--- src/rtl/wprot_unit.sv ---
module wprot_unit #(
  parameter int AW   = 8,
  parameter int PAGE = 4
) (
  input  logic                    clk,
  input  logic                    por_n,
  input  logic                    cmd_valid,
  input  logic [2:0]              cmd_op,
  input  logic [AW-1:0]           cmd_addr,
  input  logic                    wel,
  input  logic                    w_pin,
  input  logic                    pre_pin,
  input  logic [AW-1:0]           chk_addr,
  input  logic [$clog2(PAGE)-1:0] chk_words,
  input  logic                    chk_all,
  output logic                    chk_prot,
  output logic                    chk_ok,
  output logic [AW+1:0]           rd_frame,
  output logic                    cmd_acc,
  output logic                    cmd_rej
);
  localparam int PW = $clog2(PAGE);
  localparam logic [2:0] OP_ARM = 3'd1, OP_SET = 3'd2, OP_CLR = 3'd3,
                         OP_LOCK = 3'd4, OP_READ = 3'd5;

  logic [AW-1:0] bound_q;
  logic flag_q, otp_q, armed_q;

  wire is_mod  = (cmd_op == OP_SET) || (cmd_op == OP_CLR) || (cmd_op == OP_LOCK);
  wire is_prot = is_mod || (cmd_op == OP_ARM) || (cmd_op == OP_READ);
  wire mod_ok  = armed_q && pre_pin && w_pin && !otp_q;
  wire arm_ok  = wel && pre_pin && w_pin;

  logic ok_now;
  always_comb begin
    case (cmd_op)
      OP_ARM:  ok_now = arm_ok;
      OP_READ: ok_now = pre_pin;
      default: ok_now = mod_ok;
    endcase
  end

  always_ff @(posedge clk or negedge por_n) begin
    if (!por_n) begin
      bound_q <= '1;
      flag_q  <= 1'b1;
      otp_q   <= 1'b0;
      armed_q <= 1'b0;
      cmd_acc <= 1'b0;
      cmd_rej <= 1'b0;
    end else begin
      cmd_acc <= cmd_valid && is_prot && ok_now;
      cmd_rej <= cmd_valid && is_prot && !ok_now;
      if (cmd_valid) begin
        armed_q <= (cmd_op == OP_ARM) && arm_ok;
        if (is_mod && mod_ok) begin
          case (cmd_op)
            OP_SET: begin bound_q <= cmd_addr; flag_q <= 1'b0; end
            OP_CLR: begin bound_q <= '1;       flag_q <= 1'b1; end
            default: otp_q <= 1'b1;
          endcase
        end
      end
    end
  end

  function automatic logic hit(input logic [AW-1:0] a);
    return !flag_q && (a >= bound_q);
  endfunction

  logic [PAGE-1:0] word_bad;
  genvar i;
  generate
    for (i = 0; i < PAGE; i++) begin : g_word
      wire [PW-1:0] lo = chk_addr[PW-1:0] + PW'(i);
      assign word_bad[i] = (PW'(i) <= chk_words) && hit({chk_addr[AW-1:PW], lo});
    end
  endgenerate

  assign chk_prot = hit(chk_addr);
  assign chk_ok   = chk_all ? flag_q : ~|word_bad;
  assign rd_frame = {1'b0, bound_q, flag_q};

  AST_ACC_REJ_EXCL: assert property (@(posedge clk) disable iff (!por_n)
    !(cmd_acc && cmd_rej));
  AST_RESP_NEEDS_CMD: assert property (@(posedge clk) disable iff (!por_n)
    (cmd_acc || cmd_rej) |-> $past(cmd_valid));
  AST_LOCK_STICKY: assert property (@(posedge clk) disable iff (!por_n)
    otp_q |=> otp_q);
  AST_LOCK_FREEZE: assert property (@(posedge clk) disable iff (!por_n)
    otp_q |=> ($stable(bound_q) && $stable(flag_q)));
  AST_ARM_KEEPS_FLAG: assert property (@(posedge clk) disable iff (!por_n)
    (cmd_valid && cmd_op == OP_ARM) |=> ($stable(flag_q) && $stable(bound_q)));
  AST_UNARMED_NO_CHANGE: assert property (@(posedge clk) disable iff (!por_n)
    (cmd_valid && !armed_q) |=> ($stable(bound_q) && $stable(flag_q)));
endmodule

--- config.mk ---
export PLATFORM = sky130hd
export DESIGN_NAME = wprot_unit
export DESIGN_NICKNAME = d
export VERILOG_FILES = /design/src/rtl/wprot_unit.sv
export SDC_FILE = /design/constraint.sdc
export NUM_CORES = 1
export LEC_CHECK = 0
export ABC_AREA = 0
export BUFFER_PORTS_ARGS = -buffer_cell sky130_fd_sc_hd__buf_4
export CAP_MARGIN = 20
export CORE_UTILIZATION = 49
export CTS_CLUSTER_SIZE = 10
export DETAILED_ROUTE_END_ITERATION = 6
export HOLD_SLACK_MARGIN = 0.05
export PLACE_DENSITY = 0.83
export SYNTH_ARGS = -nofsm -noshare
export SYNTH_HDL_FRONTEND = slang
export SYNTH_SLANG_ARGS = --single-unit
export TNS_END_PERCENT = 30
--- constraint.sdc ---
create_clock -name clk -period 5.2 [get_ports clk]
set_input_delay 1.04 -clock clk [delete_from_list [all_inputs] [get_ports clk]]
set_output_delay 1.04 -clock clk [all_outputs]
set_load 0.05 [all_outputs]
==> key figures, run 1 <==
Setup path
  • Most frequent CP cell: buf_4
  • CP cell instances: buf_4, inv_1, ha_1, nand2b_1, a21oi_1, o21ai_0, o31ai_1, a21o_1, buf_4
  • Slowest-stage cell, CP: ha_1
  • Reg2Reg Depth: 4
  • Critical path depth: 9
  • Worst path required time: 4.16 ns
  • Reg2reg end: bound_q[6]
  • Crit Path Category: input pin to output pin
  • Buf/Inv on CP: 3
  • CP top delay family: compound AO/OA/AOI/OAI gates
  • CP Launch Point: chk_addr[0]
  • Crit path largest cell delay: 0.30 ns
  • Internal reg-to-reg setup slack: around 3.8 ns
  • CP endpoint kind: output pin
  • Worst setup endpoint: chk_ok
  • Startpoint Class: input pin
  • Reg2Reg Launch Point: otp_q
  • Crit path DAT: between 2 and 3 ns
  • CP max FO: 3

Power
  • Combinational share of power: 25.6%
  • Reg power frac: between 40% and 50%
  • Clock share of power: between 20% and 30%
  • Switching share of power: around 30%
  • Cell Pwr Density: between 150 and 200 mW/mm^2
  • NetSw: 0.0678 mW
  • Static Leakage: 0.704 nW
  • Peak supply drop: 155 uV
  • Pint: 0.160 mW
  • Power Total: 0.227 mW

GRT
  • Largest net degree at the start of global routing: 19
  • Initial antenna violation count: 0
  • Total grt overflow: 0
  • First-pass GRT wire length: about 3.2 mm
  • All-Layer GR Usage: 21.8%
  • Vias in the first global route: 819

Die
  • Die ar.: 0.00209 sq mm
  • Core area: 0.00176 sq mm
  • Initial Util: between 50% and 60%
  • Site Rows: 15
  • DIE WIDTH: 45.7 um
  • # IOs: between 40 and 50
  • Die Y: 45.7 um

Cells and area
  • Fill cells: 160
  • Antenna cells: 0
  • Seq. cell area: 337 sq um
  • Non-Filler Instances: approximately 170
  • Layout area overhead: 35.1%
  • Post-route design area: roughly 0.0013 sq mm
  • Share of layout cells above drive strength 1: between 30% and 40%
  • Final nets: 187
  • Multi-input logic area: 514 sq um

Clock network
  • Root buf cell: clkbuf_4
  • Clock latency on the worst-skew pair: approximately 0.28 ns
  • Register clock-pin slew on the reported worst setup and hold paths: 0.08 ns
  • CTS buffer count: 3
  • CTS tree: yes
  • Longest Clk Path Bufs: 2
  • CTS sink count: 13
  • H-tree Lvls: 1
  • Post_cts resized: 0
  • Cts hold-fix bufs: 0
  • Post CTS Setup Buffer Count: 0

STA
  • Tcrit/Tclk final: 68.4%
  • Unrepaired setup endpoints after global routing: false
  • Setup TNS: 0 ns
  • # setup viols final: 0
  • Max Slew Vio Count: 0
  • Fmax: 281 MHz
  • Final Hold Fails: 0
  • Final Skew: 0.000674 ns
  • Final min period: ~3.6 ns
  • Final hold slack: 0.492 ns

Logic synthesis
  • Sequential area share after synthesis: 36.0%
  • Cell Area, Synth: 935 sq um
  • Post-Syn Nets: 146
  • Ys flop type: dfstp_2
  • Yosys cell types: 30
  • Ys async rst share: 100%
  • Number of synthesized flops with an enable pin: 0
  • Commonest cells post-synth: 15 x a21oi_1, 14 x inv_1, 12 x ha_1
  • Flop and latch count out of synthesis: 13
  • Synth top area share: 25.3%
  • Yosys top cell by area: dfstp_2
  • Synth Area per Inst: 8.82 sq um
  • Count leader, synth: a21oi_1
  • Top cells by area, synth: dfstp_2 25%, ha_1 16%, dfrtp_1 11%
  • Yosys warns: 0
  • Syn Inst Count: 106

Placed design
  • Number of instances in the placed design: 167
  • HPWL Detailed: about 1.7 mm
  • Placed Area: 0.00123 sq mm
  • Buffers on Ports: 40
  • Gp weighted congestion: 0.778

Drt
  • Drt pass-1 iters: 4
  • Vias: about 870
  • # DRC: 0
  • Wire length per cell: 12.0 um
  • Number of DRC markers in iteration 0: 8
  • Drt total wl: roughly 2.1 mm
  • Number of routed nets with antenna violations: 0
  • Via density per instance: 5.11

Outcome
  • Status: completed

Flow run
  • Max Cap Viol: 0

Worst hold path
  • Hold crit path type: register to register
-- power groups by stage --
stage / clock network [mW] / logic, mW / registers [mW]
2_1_floorplan: 0 / 0.0240 / 0.115
3_3_place_gp: 0 / 0.0563 / 0.108
3_5_place_dp: 0 / 0.0583 / 0.108
4_1_cts: 0.0626 / 0.0586 / 0.106
5_1_grt: 0.0661 / 0.0635 / 0.107
6_report: 0.0629 / 0.0582 / 0.106
-- flip-flops by register name (all words and copies together), names as in the netlist --
signal   cells
otp_q        1
armed_q      1
cmd_rej      1
cmd_acc      1
flag_q       1
bound_q      8
-- stage by stage --
| stage | utilization, % | setup slack (ns) |
|---|---|---|
| CTS | 71.6 | 1.63 |
| global route | 71.6 | 1.54 |
| global placement | 70.0 | 1.67 |
| floorplan | - | 1.72 |
| finish | 71.6 | 1.64 |
| detailed placement | 70.0 | 1.65 |
-- worst min-delay path, stage by stage, from the launching register on --
cell     delay, ns
dfstp_2       0.37
inv_1         0.06
a21oi_1       0.06
-- placed cells by master, fill, tap and decap left out, types with 3 or more instances in the layout --
cell type,instances
and2_1,3
clkbuf_4,3
buf_4,40
nand3_1,4
nor2_1,4
a21oi_1,15
inv_1,14
nor3_1,7
dfstp_2,9
nand2_1,7
ha_1,12
dfrtp_1,4
o21ai_0,5
-- layer usage --
layer	up-vias	GRT usage, %	wire (um)
met5	-	0	0
met4	0	9.09	34
met3	4	3.57	127
met2	29	41.1	1020
met1	392	23.5	871
li1	449	-	-
-- worst min-delay path by stage --
stage / to / depth (start not counted) / slack, ns / from
6_report: bound_q[4] / 2 / 0.49 / bound_q[4]
2_1_floorplan: otp_q / 1 / 0.44 / otp_q
3_3_place_gp: otp_q / 1 / 0.46 / otp_q
4_1_cts: bound_q[4] / 2 / 0.50 / bound_q[4]
5_1_grt: flag_q / 2 / 0.52 / flag_q
3_5_place_dp: bound_q[4] / 2 / 0.49 / bound_q[4]
-- cells by family after synthesis --
kind of cell,synth area share (%)
flops,36.0
compound gates,17.7
other cells,0.401
fa+ha+maj,16.1
xor+xnor,0.937
simple gates,19.9
buf+inv,8.97
-- layout make-up --
type | count | share of cell area (%)
tap | 25 | 2.48
multi-input combinational | 75 | 40.7
clock buffer | 3 | 1.78
sequential | 13 | 26.7
timing repair buffer | 40 | 23.8
clock inverter | 1 | 0.396
inverter | 14 | 4.16
Note: power is estimated with default switching activity, not from simulation.
==> inputs of run 2 (changes only) <==
- CORE_UTILIZATION: 49 -> 46
- PLACE_DENSITY: 0.83 -> 0.78
- clock period: 5.2 -> 3.7 ns (I/O delays scaled with it)
==> key figures, run 2 (same netlist as run 1, synthesis figures left out) <==
Power
  • NetSw: 0.0881 mW
  • Clock share of power: 26.6%
  • Peak supply drop: 228 uV
  • Pint: 0.226 mW
  • Reg power frac: 47.6%
  • Static Leakage: 0.701 nW
  • Switching share of power: 28.1%
  • Combinational share of power: 25.8%
  • Power Total: 0.314 mW
  • Cell Pwr Density: 249 mW/mm^2

Setup path
  • Worst path required time: 2.96 ns
  • CP max FO: 3
  • CP endpoint kind: output pin
  • Crit Path Category: input pin to output pin
  • Startpoint Class: input pin
  • Crit path DAT: 2.21 ns

Cells and area
  • Most common cell after layout, fill and taps aside: buf_4
  • Post-route design area: around 0.0013 sq mm
  • Commonest cells after routing, fill and taps aside: 40 x buf_4, 15 x a21oi_1, 14 x inv_1, 12 x ha_1, 9 x dfstp_2
  • Final nets: 187
  • Biggest register: bound_q
  • Number of flip-flops in the largest register: 8
  • Antenna cells: 0
  • Share of layout cells above drive strength 1: 37.0%
  • Layout area overhead: 34.9%
  • Non-Filler Instances: 171

Die
  • Site Rows: 15
  • # IOs: 42
  • Die ar.: ~0.0022 sq mm
  • Initial Util: roughly 51%
  • DIE WIDTH: 47.1 um
  • Core area: 0.00182 sq mm
  • Die Y: 47.1 um

Clock network
  • Cts hold-fix bufs: 0
  • CTS sink count: 13
  • Longest Clk Path Bufs: 2
  • Root buf cell: clkbuf_4
  • CTS buffer count: 3
  • Register clock-pin slew on the reported worst setup and hold paths: 0.07 ns
  • Post_cts resized: 0
  • H-tree Lvls: 1
  • CTS tree: yes
  • Clock latency on the worst-skew pair: ~0.27 ns
  • Post CTS Setup Buffer Count: 0

Drt
  • Wire length per cell: 11.8 um
  • Number of routed nets with antenna violations: 0
  • Number of DRC markers in iteration 0: 6
  • # DRC: 0
  • Vias: 874
  • Drt pass-1 iters: 4
  • Drt total wl: between 2 and 2.5 mm
  • Via density per instance: 5.11

Flow run
  • Max Cap Viol: 0

Placed design
  • Placed Area: 0.00123 sq mm
  • Dpl ws: between 0.7 and 0.8 ns
  • Gp weighted congestion: about 0.69
  • HPWL Detailed: 1.68 mm
  • Buffers on Ports: 40
  • Number of instances in the placed design: 167

GRT
  • Total grt overflow: 0
  • Vias in the first global route: 767
  • Busiest grt layer: met2
  • All-Layer GR Usage: approximately 20%
  • Routing usage on met1: a little under a quarter
  • First-pass GRT wire length: 3.05 mm
  • Initial antenna violation count: 0
  • GR Util met3: 3.85%
  • Largest net degree at the start of global routing: 19
  • Met2 usage in global routing: between 30% and 40%

STA
  • Unrepaired setup endpoints after global routing: false
  • Max Slew Vio Count: 0
  • Tcrit/Tclk final: 79.9%
  • Final min period: 2.95 ns
  • Final WS setup: 0.745 ns
  • Final Hold Fails: 0
  • Fmax: 338 MHz
  • # setup viols final: 0
  • Setup TNS: 0 ns
  • Final Skew: 0.00218 ns

Worst hold path
  • Hold crit path type: input pin to async pin

Outcome
  • Status: completed
run 2: cell count changes in the layout (fill, tap and decap cells not counted):
cell | previous run | this run
clkbuf_1 | 0 | 1
clkinv_2 | 1 | 0
run 2: per-stage QoR:
stage / util (%) / hold WS, ns
after CTS: 69.3 / 0.299
after floorplan: - / 0.442
after global routing: 69.3 / 0.291
after global placement: 67.8 / 0.470
after detailed placement: 67.8 / 0.474
final: 69.3 / 0.298
run 2: power by group through the flow:
stage	logic (mW)	registers (mW)	clock network [mW]
after global routing	0.0882	0.150	0.0962
after detailed placement	0.0814	0.152	0
after CTS	0.0817	0.150	0.0867
after floorplan	0.0337	0.161	0
after global placement	0.0794	0.152	0
final	0.0810	0.150	0.0834
run 2: cell type report:
class	count	area (sq um)
Multi-Input combinational cell	75	514
Timing Repair Buffer	40	300
Fill cell	158	559
Sequential cell	13	337
Tap cell	25	31.3
Inverter	14	52.6
Clock buffer	4	26.3
run 2: worst max-delay path, stage by stage:
cell and delay [ns]:
buf_4 0.10, inv_1 0.04, ha_1 0.30, nand2b_1 0.17, a21oi_1 0.15, o21ai_0 0.13, o31ai_1 0.25, a21o_1 0.14
buf_4 0.19
run 2: metal layers:
| metal | routed length, um | vias up |
|---|---|---|
| met3 | 123 | 0 |
| met2 | 1010 | 32 |
| met5 | 0 | - |
| li1 | - | 447 |
| met4 | 0 | 0 |
| met1 | 889 | 395 |
run 2: final timing paths:
check / startpoint / endpoint / slack (ns) / cells after the start
min in group clk: flag_q / flag_q / 0.49 / 2
max reg2reg: otp_q / bound_q[6] / 2.35 / 4
max in group asynchronous: por_n / bound_q[3] / 3.17 / 1
max: chk_addr[0] / chk_ok / 0.75 / 9
min: por_n / cmd_rej / 0.30 / 1
min reg2reg: flag_q / flag_q / 0.49 / 2
